File: src/rtl/ea_load_unit.sv
module ea_load_unit #(
  parameter int          AW       = 32,
  parameter logic [7:0]  LEA_OP   = 8'h8D,
  parameter logic [7:0]  UD_VEC   = 8'd6
) (
  input  logic          clk,
  input  logic          rst_n,
  input  logic          in_valid,
  output logic          in_ready,
  input  logic [7:0]    in_opcode,
  input  logic [7:0]    in_spec,
  input  logic [7:0]    in_sib,
  input  logic [AW-1:0] in_base_val,
  input  logic [AW-1:0] in_index_val,
  input  logic [AW-1:0] in_disp,
  input  logic          in_op32,
  input  logic          in_ad32,
  output logic          wr_en,
  output logic [2:0]    wr_idx,
  output logic [AW-1:0] wr_data,
  output logic [1:0]    wr_mask,
  output logic          exc_valid,
  output logic [7:0]    exc_vector
);
  localparam int HW = AW / 2;

  logic [1:0] md;
  logic [2:0] rm, ix, bs;
  logic [1:0] sc;
  assign md = in_spec[7:6];
  assign rm = in_spec[2:0];
  assign sc = in_sib[7:6];
  assign ix = in_sib[5:3];
  assign bs = in_sib[2:0];

  logic acc, trap;
  assign acc  = in_valid & in_ready;
  assign trap = (md == 2'b11) | (in_opcode != LEA_OP);

  // 16-bit addressing terms
  logic          n_use_b, n_use_i, n_d16;
  logic [HW-1:0] n_b, n_i, n_d, n_ea;
  assign n_use_b = !(rm inside {3'd4, 3'd5}) && !(rm == 3'd6 && md == 2'b00);
  assign n_use_i = (rm[2:1] != 2'b11);
  assign n_d16   = (md == 2'b10) || (md == 2'b00 && rm == 3'd6);
  assign n_b     = n_use_b ? in_base_val[HW-1:0]  : '0;
  assign n_i     = n_use_i ? in_index_val[HW-1:0] : '0;
  assign n_d     = (md == 2'b01) ? {{(HW-8){in_disp[7]}}, in_disp[7:0]} :
                   n_d16         ? in_disp[HW-1:0] : '0;
  assign n_ea    = n_b + n_i + n_d;

  // 32-bit addressing terms
  logic          w_sib, w_nobase, w_dfull, w_use_i;
  logic [AW-1:0] w_b, w_i, w_d, w_ea;
  assign w_sib    = (rm == 3'd4);
  assign w_nobase = (md == 2'b00) && ((rm == 3'd5) || (w_sib && bs == 3'd5));
  assign w_dfull  = (md == 2'b10) || w_nobase;
  assign w_use_i  = w_sib && (ix != 3'd4);
  assign w_b      = w_nobase ? '0 : in_base_val;
  assign w_i      = w_use_i ? (in_index_val << sc) : '0;
  assign w_d      = (md == 2'b01) ? {{(AW-8){in_disp[7]}}, in_disp[7:0]} :
                    w_dfull       ? in_disp : '0;
  assign w_ea     = w_b + w_i + w_d;

  // stage 1: offset registered at acceptance
  logic          s1_v, s1_ud, s1_op32, s1_ad32;
  logic [2:0]    s1_dst;
  logic [AW-1:0] s1_ea;

  always_ff @(posedge clk) begin
    if (!rst_n) begin
      in_ready <= 1'b0;
      s1_v     <= 1'b0;
      s1_ud    <= 1'b0;
      s1_op32  <= 1'b0;
      s1_ad32  <= 1'b0;
      s1_dst   <= '0;
      s1_ea    <= '0;
    end else begin
      in_ready <= 1'b1;
      s1_v     <= acc;
      s1_ud    <= acc & trap;
      s1_op32  <= in_op32;
      s1_ad32  <= in_ad32;
      s1_dst   <= in_spec[5:3];
      s1_ea    <= in_ad32 ? w_ea : {{(AW-HW){1'b0}}, n_ea};
    end
  end

  // stage 2: size the result and drive the write port
  logic [AW-1:0] sized;
  assign sized = (s1_op32 && s1_ad32) ? s1_ea : {{(AW-HW){1'b0}}, s1_ea[HW-1:0]};

  always_ff @(posedge clk) begin
    if (!rst_n) begin
      wr_en      <= 1'b0;
      wr_idx     <= '0;
      wr_data    <= '0;
      wr_mask    <= '0;
      exc_valid  <= 1'b0;
      exc_vector <= '0;
    end else begin
      wr_en      <= s1_v & ~s1_ud;
      wr_idx     <= s1_dst;
      wr_data    <= (s1_v & ~s1_ud) ? sized : '0;
      wr_mask    <= (s1_v & ~s1_ud) ? (s1_op32 ? 2'b11 : 2'b01) : 2'b00;
      exc_valid  <= s1_v & s1_ud;
      exc_vector <= (s1_v & s1_ud) ? UD_VEC : 8'd0;
    end
  end

  AST_RESET_QUIET: assert property (@(posedge clk) !rst_n |=> !wr_en && !exc_valid && !in_ready);
  AST_REGFORM_TRAPS: assert property (@(posedge clk) disable iff (!rst_n)
    $past(acc && in_spec[7:6] == 2'b11, 2) |-> exc_valid && !wr_en && exc_vector == UD_VEC);
  AST_WRITE_LATENCY: assert property (@(posedge clk) disable iff (!rst_n)
    (wr_en || exc_valid) |-> $past(acc, 2));
  AST_NO_DUAL_STROBE: assert property (@(posedge clk) disable iff (!rst_n)
    !(wr_en && exc_valid));
  AST_LANE_MASK: assert property (@(posedge clk) disable iff (!rst_n)
    wr_en |-> wr_mask == ($past(in_op32, 2) ? 2'b11 : 2'b01));
  AST_SHORT_ADDR_UPPER_ZERO: assert property (@(posedge clk) disable iff (!rst_n)
    (wr_en && !$past(in_ad32, 2)) |-> wr_data[AW-1:HW] == '0);
  AST_NARROW_DEST_UPPER_ZERO: assert property (@(posedge clk) disable iff (!rst_n)
    (wr_en && !$past(in_op32, 2)) |-> wr_data[AW-1:HW] == '0);
endmodule

File: config.mk
export PLATFORM = sky130hd
export DESIGN_NAME = ea_load_unit
export DESIGN_NICKNAME = d
export VERILOG_FILES = /design/src/rtl/ea_load_unit.sv
export SDC_FILE = /design/constraint.sdc
export NUM_CORES = 1
export LEC_CHECK = 0
export ABC_CLOCK_PERIOD_IN_PS = 6350
export BUFFER_PORTS_ARGS = -buffer_cell sky130_fd_sc_hd__buf_2
export CORE_ASPECT_RATIO = 0.8
export CORE_MARGIN = 4
export CORE_UTILIZATION = 35
export DETAILED_ROUTE_END_ITERATION = 16
export GPL_TIMING_DRIVEN = 0
export HOLD_SLACK_MARGIN = 0.08
export PLACE_DENSITY = 0.66
export SYNTH_ARGS = -nofsm -noshare
export SYNTH_HDL_FRONTEND = slang
export SYNTH_SLANG_ARGS = --single-unit
File: constraint.sdc
create_clock -name clk -period 6.35 [get_ports clk]
set_input_delay 0.635 -clock clk [delete_from_list [all_inputs] [get_ports clk]]
set_output_delay 0.635 -clock clk [all_outputs]
set_load 0.05 [all_outputs]
# Word-level counts from Yosys, hierarchy flattened
# Cells that the tools add are included.
# Widths: inputs -> output; s select.
[word_totals]
ff_bits = 87
in_bits = 125
output_inout_bits = 48
wordCells = 64
[classes]
n_addsub = 4
n_eq_ne = 10
shifts = 1
mux = 12
bitwise = 6
n_reduce_logical = 16
[ops]
columns = ["cell", "count"]
rows = [
  ["$mux 32", 4],
  ["$mux 16", 5],
  ["$add 32x32->32", 2],
  ["$add 16x16->16", 2],
  ["$shl 32x2->32", 1],
  ["$eq 3x3->1 const B", 4],
  ["$ne 8x8->1 const B", 1],
  ["$logic_and 1x1->1", 6],
  ["$and 1x1->1", 4],
  ["$eq 2x2->1 const B", 2],
  ["$reduce_and 2->1", 2],
  ["$logic_or 1x1->1", 3],
  ["$mux 3", 1],
  ["$ne 3x3->1 const B", 1],
  ["$reduce_and 3->1", 1],
  ["$eq 2x1->1 const B", 1],
  ["$logic_not 1->1", 2],
  ["$logic_not 2->1", 1],
  ["$mux 2", 1],
  ["$ne 2x2->1 const B", 1],
  ["$reduce_bool 2->1", 1],
  ["$mux 1", 1],
  ["$not 1->1", 1],
  ["$or 1x1->1", 1],
]

# Logic depth before layout (Yosys ltp)
# Gate-level depths: netlist of run 1.
[logic_depth]
word_depth = 9
depth_mapped = 18
depth_no_buf = 17

# Worst setup path before layout of run 1
# Ideal clock, no wire load.
[synth_path]
path_kind = "input to register"
from = "input in_sib[6]"
to = "register s1_ea[25]"
setup_ns = 0.128
arrival_ns = 4.574
required_ns = 6.222
setup_slack_ns = 1.648
path_stages = 16
n_path_buf = 2
cell_sequence = "clkbuf_1 -> buf_1 -> mux2i_1 -> or3b_2 -> fa_1 -> inv_1 -> ha_1 -> fa_1 -> a211oi_1 -> nor2_1 -> o21ai_0 -> a21oi_1 -> a221oi_2 -> o21ai_0 -> xnor2_1 -> nor2_1"
[synth_via]
elab_chain_cells = 4
[synth_rtl]
columns = ["item", "line_no", "source"]
rows = [
  ["start: declaration", "12", "input logic [7:0] in_sib,"],
  ["$shl 32x2->32", "60", "assign w_i = w_use_i ? (in_index_val << sc) : '0;"],
  ["$mux 32", "60", ""],
  ["$add 32x32->32 (2 in a row)", "63", "assign w_ea = w_b + w_i + w_d;"],
  ["end signal: assignment", "86", "s1_ea <= in_ad32 ? w_ea : {{(AW-HW){1'b0}}, n_ea};"],
  ["end: declaration", "68", "logic [AW-1:0] s1_ea;"],
]
# Every way passes these cells.
# A chain may end at the register's enable or synchronous reset.

# Worst setup path in the final report of run 1
[layout_path]
from = "input in_sib[6]"
to = "register s1_ea[29]"
# The elaborated chain is that of the path after synthesis.

==> flow_summary.yaml, run 1 <==
sta:
  rsz0062_at_grt: "no"
  setup_violations: 0
  slew_viol_final: 0
  fmax_mhz: 186.3
  finalHoldViolCount: 0
  worstMarginPinSlew_ns: 0.8228
  fin_skew_ns: 0.006070
  min_period_over_period: 0.8453
  period_minus_slack_ns: 5.368
  tns_ns: 0
  slew-limit-headroom: 0.4515
grt:
  grt_pass1_vias: 6159
  grt_max_degree: 14
  grt-ovfl-total: 0
  track_usage: 0.1722
  antenna_found_initial: 1
  grt_pass1_wl_um: 31760
critical_path:
  critical_path_peak_fanout: 10
  cp_cell_sequence: "clkbuf_1 > buf_1 > mux2i_1 > or3b_2 > fa_1 > inv_1 > ha_1 > fa_1 > a211oi_1 > nor2_1 > o21ai_0 > a21oi_1 > a221oi_2 > o21ai_0 > xnor2_1 > nor2_1"
  cpPeakStageDelay_ns: 0.56
  cp_num_buf_inv: 3
  crit_path_top_delay_cell: "buf_1"
  required_ns: 6.55
  critical_path_arrival_ns: 5.57
  start_kind: "input port"
  crit_type: "in -> reg"
  end_kind: "flip-flop"
  cp_top_family: "compound AO/OA/AOI/OAI gates"
synthesis:
  netlist_area_mm2: 0.007228
  synthMuxAreaShare: 0.09538
  synth_area_per_cell_um2: 8.454
  synth_area_leaders: "dfxtp_1 22%, fa_1 13%, mux4_2 8.4%"
  ys_ff_latch: 79
  synthSimpleGateAreaFrac: 0.1866
  ys_warn_count: 0
  synth_top_family_by_area: "adder cells"
  synth_fa_ha_area_frac: 0.2091
  yosysUniqueCellTypes: 67
  syn_inst: 855
  synth_xor_area_frac: 0.04604
  synth_top_area_cell: "dfxtp_1"
  synth_compound_area_frac: 0.1627
  seq_area_frac_synth: 0.2188
  synth_flop_cell: "dfxtp_1"
  synthArstFlopShare: 0
  synth_edf_count: 0
  synth_top_area_share: 0.2188
routing:
  vias: 6453
  viasPerCell: 4.949
  drtIter0Drc: 373
  totalWireLength_um: 20190
  wire_per_inst_um: 15.49
  dr.pass1.iters: 5
  drc: 0
  ant_nets: 0
floorplanning:
  ios: 173
  core_area_mm2: 0.02003
  die_w_um: 168.7
  start_util: 0.3609
  die_area_mm2: 0.02303
  num_rows: 46
  die_y_um: 136.5
place:
  dp.final_hpwl_um: 17520
  gp_congestion: 0.8989
  io_buffers: 163
cells_and_area:
  layout_commonest_cell: "buf_2"
  multiInputGateArea_mm2: 0.005081
  syn_to_final_growth_pct: 20.10
  num-fill-cells: 2071
  final_layout_size_suffix_gt1_frac: 0.2194
  final-seq-area_mm2: 0.001582
  final_cell_mix: "166 x buf_2, 122 x nand2_1, 97 x inv_1"
  fin_nets: 1251
  final_util: 0.4334
clock_tree:
  cts_resized: 0
  clock_path_buffers: 2
  post_cts_buffers: 0
  cts_tree: "yes"
  cts.hold.buffers_added: 0
  cts_num_sinks: 79
  clkTransAtPathRegs_ns: 0.06
  ctsHtreeMaxLevel: 3
  clk_latency_ns: 0.32
  cts_buffers: 9
  ctsRootBufferMaster: "clkbuf_16"
power_and_ir_drop:
  p_per_area_mw_per_mm2: 206.6
  seqPwrFrac: 0.303
  power.switching_w: 0.0006483
  p_int_w: 0.001145
  clockPowerShare: 0.269
  comb_power_share: 0.429
  power_leakage_nw: 4.463
  ir_drop_uv: 133.1
  swShare: 0.3615
run_status:
  status: "completed"
hold_path:
  hold_path.class: "reg -> reg"
run:
  drv_cap: 0
[final timing paths]
path                                 from          end  slack [ns]  depth (start not counted)
worst min register to register   s1_ea[3]   wr_data[3]        0.42                          1
worst min-delay path             s1_ea[3]   wr_data[3]        0.42                          1
worst max-delay path            in_sib[6]    s1_ea[29]        0.98                         16
worst max register to register       s1_v  wr_data[22]        4.61                          5
[cell type report]
| cell class | instances | area share |
|---|---|---|
| clock inverters | 4 | 0.003315 |
| inverters | 98 | 0.04238 |
| plain buffers | 44 | 0.02494 |
| multi-input cells | 639 | 0.5853 |
| clock buffers | 12 | 0.02955 |
| well taps | 264 | 0.03805 |
| flip-flops and latches | 79 | 0.1822 |
| diodes | 1 | 0.0002883 |
| repair buffers | 163 | 0.09398 |
[cell usage after synthesis, types with 3 or more instances]
master and number:
a211oi_1 10, nand3_1 8, buf_2 3, mux2i_1 7, clkbuf_1 29, nor3_1 9, xor2_1 14, nor2_1 50
inv_1 97, fa_1 48, a21o_1 26, nand2_1 122, a21boi_0 4, o211a_1 5, and3_1 11, o211ai_1 4
o22ai_1 4, nor4_1 3, ha_1 44, nor2b_1 3, dfxtp_1 79, buf_4 8, mux4_2 27, xnor2_1 24
and2_1 56, o21ai_0 27, nand4_1 4, a21oi_1 70, nand2b_1 6, o21a_1 8
[power by group through the flow]
stage | Combinational, W | Sequential (W) | Clock [W]
floorplan | 0.000553 | 0.000564 | 0
global placement | 0.000753 | 0.000553 | 0
detailed placement | 0.000760 | 0.000554 | 0
CTS | 0.000764 | 0.000544 | 0.000499
global route | 0.000863 | 0.000547 | 0.000523
finish | 0.000769 | 0.000543 | 0.000482
[metal layers]
layer / vias up / GRT usage / share of wire / routed length (µm)
li1: 3229 / - / - / -
met1: 2994 / 0.2571 / 0.50 / 10180
met2: 213 / 0.2601 / 0.42 / 8408
met3: 15 / 0.03321 / 0.069 / 1400
met4: 2 / 0.03425 / 0.0093 / 188
met5: - / 0 / 0.00064 / 13
[flip-flops by register name, summed over array words and instances (netlist names)]
register / cells
wr_en: 1
wr_data: 32
s1_op32: 1
in_ready: 1
s1_v: 1
wr_idx: 3
s1_ud: 1
wr_mask: 2
s1_ad32: 1
s1_ea: 32
s1_dst: 3
exc_vector: 1
[cell families after synthesis]
group                      count (synthesis)
AOI/OAI and AO/OA                        184
xor gates and xnor gates                  38
adders and majority gates                 92
buffers and inverters                    142
DFF                                       79
muxes                                     35
other                                      1
and+or+nand+nor                          284
[metrics by stage]
stage	std cells	hold WS, ns	area [µm²]	setup WS (ns)	power [W]
after global routing	1303	0.4234	8678	0.6662	0.001933
after global placement	1287	0.4083	8393	0.7025	0.001307
after CTS	1303	0.4170	8678	0.9866	0.001807
after floorplan	860	0.4053	7247	1.648	0.001116
final	1304	0.4207	8681	0.9823	0.001793
after detailed placement	1287	0.4097	8393	0.6345	0.001314
Power figures use the tool's default switching activity.
==> inputs of run 2 (changes only) <==
ABC_AREA = 1   (was default)
ABC_CLOCK_PERIOD_IN_PS = 5100   (was 6350)
clock period = 5.1 ns   (was 6.35 ns; I/O delays follow)
==> run 2 against run 1 <==
Final area rose by 6.9%. Wire length up 22%. Critical endpoint is now s1_ea[31]. Cell count increased by 30%. Via count grew 24%. Register-to-register slack got worse by 0.89 ns.
==> flow_summary.yaml, run 2 <==
hold_path:
  hold_path.class: "in -> reg"
place:
  dpl_worst_slack_ns: 0.7874
  gp_congestion: 0.9489
  dp.final_hpwl_um: 21480
  io_buffers: 166
synthesis:
  syn_inst: 1212
  ys_top_cells_by_count: "328 x nand2_1, 209 x inv_1, 129 x nor2_1"
  synth.most_common_cell: "nand2_1"
  ys_warn_count: 0
  synth_top_area_share: 0.2039
  synth_flop_cell: "dfxtp_1"
  ys_ff_latch: 79
  netlist_area_mm2: 0.007757
  synth_edf_count: 0
  yosysUniqueCellTypes: 39
  synth_area_leaders: "dfxtp_1 20%, nand2_1 16%, fa_1 12%"
  synthArstFlopShare: 0
  synth_area_per_cell_um2: 6.401
  seq_area_frac_synth: 0.2039
  synth_top_area_cell: "dfxtp_1"
cells_and_area:
  fin_nets: 1611
  final_layout_size_suffix_gt1_frac: 0.1644
  layout_commonest_cell: "nand2_1"
  syn_to_final_growth_pct: 19.60
  num-fill-cells: 2389
  n_antenna_cell: 0
  top_regs: "s1_ea (32), wr_data (32)"
  final_cell_mix: "328 x nand2_1, 209 x inv_1, 180 x buf_2"
grt:
  grt-ovfl-total: 0
  grt_pass1_vias: 7605
  grt_max_degree: 15
  grt_pass1_wl_um: 39320
  track_usage: 0.1974
  antenna_found_initial: 0
sta:
  whs_ns: 0.3566
  finalHoldViolCount: 0
  tns_ns: 0
  fmax_mhz: 244.1
  period_minus_slack_ns: 4.097
  min_period_over_period: 0.8033
  rsz0062_at_grt: "no"
  setup_violations: 0
  fin_skew_ns: 0.008042
  fin_ws_ns: 1.003
  worstMarginPinSlew_ns: 0.5664
  slew_viol_final: 0
  slew-limit-headroom: 0.6224
routing:
  drc: 0
  vias: 8016
  wire_per_inst_um: 14.49
  viasPerCell: 4.718
  ant_nets: 0
  dr.pass1.iters: 5
  drtIter0Drc: 568
  totalWireLength_um: 24620
floorplanning:
  die_area_mm2: 0.02463
  die_y_um: 141.2
  start_util: 0.3578
  die_w_um: 174.5
  ios: 173
  num_rows: 48
  core_area_mm2: 0.02168
critical_path:
  critical_path_arrival_ns: 4.31
  crit_type: "in -> reg"
  cp_cell_sequence: "buf_2 > inv_1 > nand3_1 > nor2_1 > buf_2 > buf_2 > nand3_1 > fa_1 > inv_1 > ha_1 > fa_1 > nand2_1 > nand2_1 > nand3b_1 > nand2_1 > nand2_1 > nand2_1 > nand2_1 > nand2_1 > nand3_1 > nand2_1 > nor2_1"
  required_ns: 5.32
  start_kind: "input port"
  cpPeakStageDelay_ns: 0.57
  critical_path_peak_fanout: 10
  end_kind: "flip-flop"
  rrSetupSlack_ns: 3.72
  path_common_cell: "nand2_1"
  crit_path_top_delay_cell: "fa_1"
clock_tree:
  clkTransAtPathRegs_ns: 0.06
  post_cts_buffers: 0
  cts_tree: "yes"
  cts_resized: 0
  cts_buffers: 9
  cts.hold.buffers_added: 0
  cts_num_sinks: 79
  ctsRootBufferMaster: "clkbuf_16"
  clk_latency_ns: 0.33
  clock_path_buffers: 2
  ctsHtreeMaxLevel: 3
power_and_ir_drop:
  p_per_area_mw_per_mm2: 249.3
  power_leakage_nw: 5.182
  power.total_w: 0.002313
  ir_drop_uv: 158.0
run:
  drv_cap: 0
run_status:
  status: "completed"
==> run 2: changes by cell type in the layout (fill, tap and decap cells not counted), moves of 36 or more <==
cell | before | now
a21oi_1 | 70 | 106
and2_1 | 56 | 0
inv_1 | 97 | 209
nand2_1 | 122 | 328
nand3_1 | 8 | 83
nor2_1 | 50 | 129
==> run 2: final cells by class <==
cell class,count,area (µm²),share of cell area
clock inverter,7,70.07,0.007552
buffer,39,193.9,0.02090
timing repair buffer,166,830.8,0.08955
multi-input combinational,885,5197,0.5602
clock buffer,9,225.2,0.02428
tap,300,375.4,0.04046
inverter,214,803.3,0.08658
sequential,79,1582,0.1705
==> run 2: cells by family (layout without fill, tap and decap cells) <==
logic type	after synthesis	in the layout	share of synthesized area
buffers and inverters	253	435	0.1285
muxes	22	22	0.02839
adders and majority gates	92	92	0.1948
AOI/OAI and AO/OA	175	175	0.1194
and+or+nand+nor	585	585	0.3189
DFF	79	79	0.2039
other	1	6	0.0004834
xor gates and xnor gates	5	5	0.005645
==> run 2: through the flow <==
step | std cells | instance area, µm² | utilization
final | 1699 | 9278 | 0.4279
after detailed placement | 1683 | 8982 | 0.4143
after CTS | 1699 | 9278 | 0.4279
after global placement | 1683 | 8982 | 0.4143
after floorplan | 1217 | 7776 | -
after global routing | 1699 | 9278 | 0.4279
==> run 2: worst max-delay path, delay by kind of cell <==
family / cells / cell delay [ns]
simple gates: 14 / 1.69
fa+ha+maj: 3 / 1.20
buf+inv: 5 / 0.90
==> run 2: path summary, 6_finish.rpt <==
kind                    from           to  cells after the start
hold reg to reg    s1_ea[24]  wr_data[24]                      2
hold / removal    in_spec[4]    s1_dst[1]                      3
setup / recovery  in_spec[0]    s1_ea[31]                     22
setup reg to reg        s1_v  wr_data[29]                      7
==> run 2: where the power goes <==
part / internal (W) / switching (W)
Clock: 0.000379 / 0.000250
Combinational: 0.000345 / 0.000667
Sequential: 0.000660 / 0.0000108
Total: 0.00139 / 0.000928
==> run 2: per-layer routing <==
layer / vias to the layer above / part of all wire / global-route usage
met5: - / 0 / 0
met4: 0 / 0.016 / 0.04498
met3: 20 / 0.067 / 0.02574
met2: 268 / 0.40 / 0.2857
met1: 3592 / 0.52 / 0.3091
li1: 4136 / - / -
==> inputs of run 3 (changes only) <==
ABC_CLOCK_PERIOD_IN_PS = 4000   (was 5100)
clock period = 4 ns   (was 5.1 ns; I/O delays follow)
==> run 3 against run 2 <==
Register-to-register slack lost 1.1 ns. Sequential power grew 28%. Via count shrank 0.25%. Clock skew is essentially flat. Count of clock-buffer cells in the layout is the same. Sequential cell count is the same. Setup slack lost 0.83 ns. Combinational power grew 28%. Wire length is essentially flat. Global-route usage is the same.
==> flow_summary.yaml, run 3 (synthesized netlist as in run 2, its figures left out) <==
sta:
  min_period_over_period: 0.9576
  fin_skew_ns: 0.008163
  slew_viol_final: 0
  finalHoldViolCount: 0
  fmax_mhz: 261.1
  period_minus_slack_ns: 3.830
  slew-limit-headroom: 0.6184
  setup_violations: 0
  rsz0062_at_grt: "no"
  worstMarginPinSlew_ns: 0.5724
  whs_ns: 0.2460
power_and_ir_drop:
  power.switching_w: 0.001184
  power_leakage_nw: 5.181
  comb_power_share: 0.438
  seqPwrFrac: 0.290
  ir_drop_uv: 201.7
  p_int_w: 0.001767
  p_per_area_mw_per_mm2: 317.8
  swShare: 0.4013
  power.total_w: 0.002951
  clockPowerShare: 0.272
grt:
  grt-ovfl-total: 0
  grt_pass1_wl_um: 39320
  grt_pass1_vias: 7605
  track_usage: 0.1974
  antenna_found_initial: 0
  grt_max_degree: 15
cells_and_area:
  n_antenna_cell: 0
  fin_nets: 1611
  layoutNonFillerInstCount: 1699
  final_cell_mix: "328 x nand2_1, 209 x inv_1, 178 x buf_2"
  num-fill-cells: 2388
  final_layout_size_suffix_gt1_frac: 0.1651
  syn_to_final_growth_pct: 19.69
  top_regs: "s1_ea (32), wr_data (32)"
  layout_commonest_cell: "nand2_1"
  final_util: 0.4283
clock_tree:
  cts_num_sinks: 79
  cts_tree: "yes"
  post_cts_buffers: 0
  clkTransAtPathRegs_ns: 0.06
  cts_buffers: 9
  clk_latency_ns: 0.33
  clock_path_buffers: 2
  ctsRootBufferMaster: "clkbuf_16"
  ctsHtreeMaxLevel: 3
routing:
  drtIter0Drc: 582
  drc: 0
  ant_nets: 0
  totalWireLength_um: 24640
  wire_per_inst_um: 14.50
  vias: 7996
  dr.pass1.iters: 5
  viasPerCell: 4.706
critical_path:
  end_kind: "flip-flop"
  critical_path_arrival_ns: 4.05
  rr_worst_depth: 7
  critical_path_peak_fanout: 10
  crit_type: "in -> reg"
  rrSetupSlack_ns: 2.63
  start_kind: "input port"
  reg2reg_to: "wr_data[29]"
  r2r_start: "s1_v"
  worstSetupEndpoint: "s1_ea[31]"
  crit_path_start: "in_spec[0]"
  required_ns: 4.22
place:
  io_buffers: 166
  gp_congestion: 0.9489
  dp.final_hpwl_um: 21480
  dp_cells: 1683
floorplanning:
  ios: 173
  num_rows: 48
  core_area_mm2: 0.02168
  die_area_mm2: 0.02463
  die_y_um: 141.2
  die_w_um: 174.5
  start_util: 0.3578
run:
  drv_cap: 0
hold_path:
  hold_path.class: "in -> reg"
  hold-path-cell-count: 3
run_status:
  status: "completed"
==> run 3: cell count changes in the layout (fill, tap and decap cells not counted), sizes merged <==
cell	delta
buf	-2
clkbuf	+2
==> run 3: critical path, cell delays in order <==
cell	delay [ns]
buf_2	0.09
inv_1	0.18
nand3_1	0.12
nor2_2	0.21
clkbuf_4	0.25
clkbuf_4	0.24
nand3_1	0.15
fa_1	0.57
inv_1	0.05
ha_1	0.21
fa_1	0.42
nand2_1	0.09
nand2_1	0.07
nand3b_1	0.09
nand2_1	0.12
nand2_1	0.09
nand2_1	0.14
nand2_1	0.10
nand2_1	0.07
nand3_1	0.08
nand2_1	0.05
nor2_1	0.24
==> run 3: metrics by stage <==
step	area, µm²	setup slack (ns)	setup TNS [ns]
final	9285	0.1696	0
after global routing	9285	0.01964	0
after CTS	9278	0.1266	0
after detailed placement	8982	-0.2026	-1.263
after global placement	8982	-0.2029	-0.9141
after floorplan	7776	0.7213	0
==> run 3: worst min path at each step <==
stage	to	from	slack, ns
2_1_floorplan	wr_idx[0]	s1_dst[0]	0.39
3_3_place_gp	wr_idx[1]	s1_dst[1]	0.39
3_5_place_dp	wr_data[0]	s1_ea[0]	0.40
4_1_cts	s1_dst[1]	in_spec[4]	0.23
5_1_grt	in_ready	rst_n	0.24
6_report	s1_dst[1]	in_spec[4]	0.25
==> run 3: layout make-up <==
| type | instances | area, µm² | share of cell area |
|---|---|---|---|
| timing repair buffer | 166 | 830.8 | 0.08948 |
| clock buffer | 9 | 225.2 | 0.02426 |
| inverter | 214 | 803.3 | 0.08651 |
| buffer | 39 | 198.9 | 0.02143 |
| sequential | 79 | 1582 | 0.1703 |
| clock inverter | 7 | 70.07 | 0.007546 |
| tap | 300 | 375.4 | 0.04043 |
| multi-input combinational | 885 | 5200 | 0.5600 |
==> run 3: timing repair <==
item / 4_1_cts / 5_1_grt
setup endpoints to repair: 0 / 7
endpoints found under the hold margin: 0 / 0
hold buffers: 0 / 0
gates resized for setup: 0 / 3
==> run 3: power groups by stage <==
stage	clock, W	combinational (W)	sequential, W
after CTS	0.000830	0.00128	0.000856
final	0.000803	0.00129	0.000856
after floorplan	0	0.000876	0.000888
after global routing	0.000870	0.00147	0.000860
after detailed placement	0	0.00127	0.000874
after global placement	0	0.00126	0.000872
==> run 3: routing by layer <==
layer	global-route usage	part of all wire	up-vias
met3	0.02574	0.067	22
met5	0	0	-
met4	0.04498	0.016	0
li1	-	-	4132
met1	0.3091	0.52	3575
met2	0.2857	0.40	267
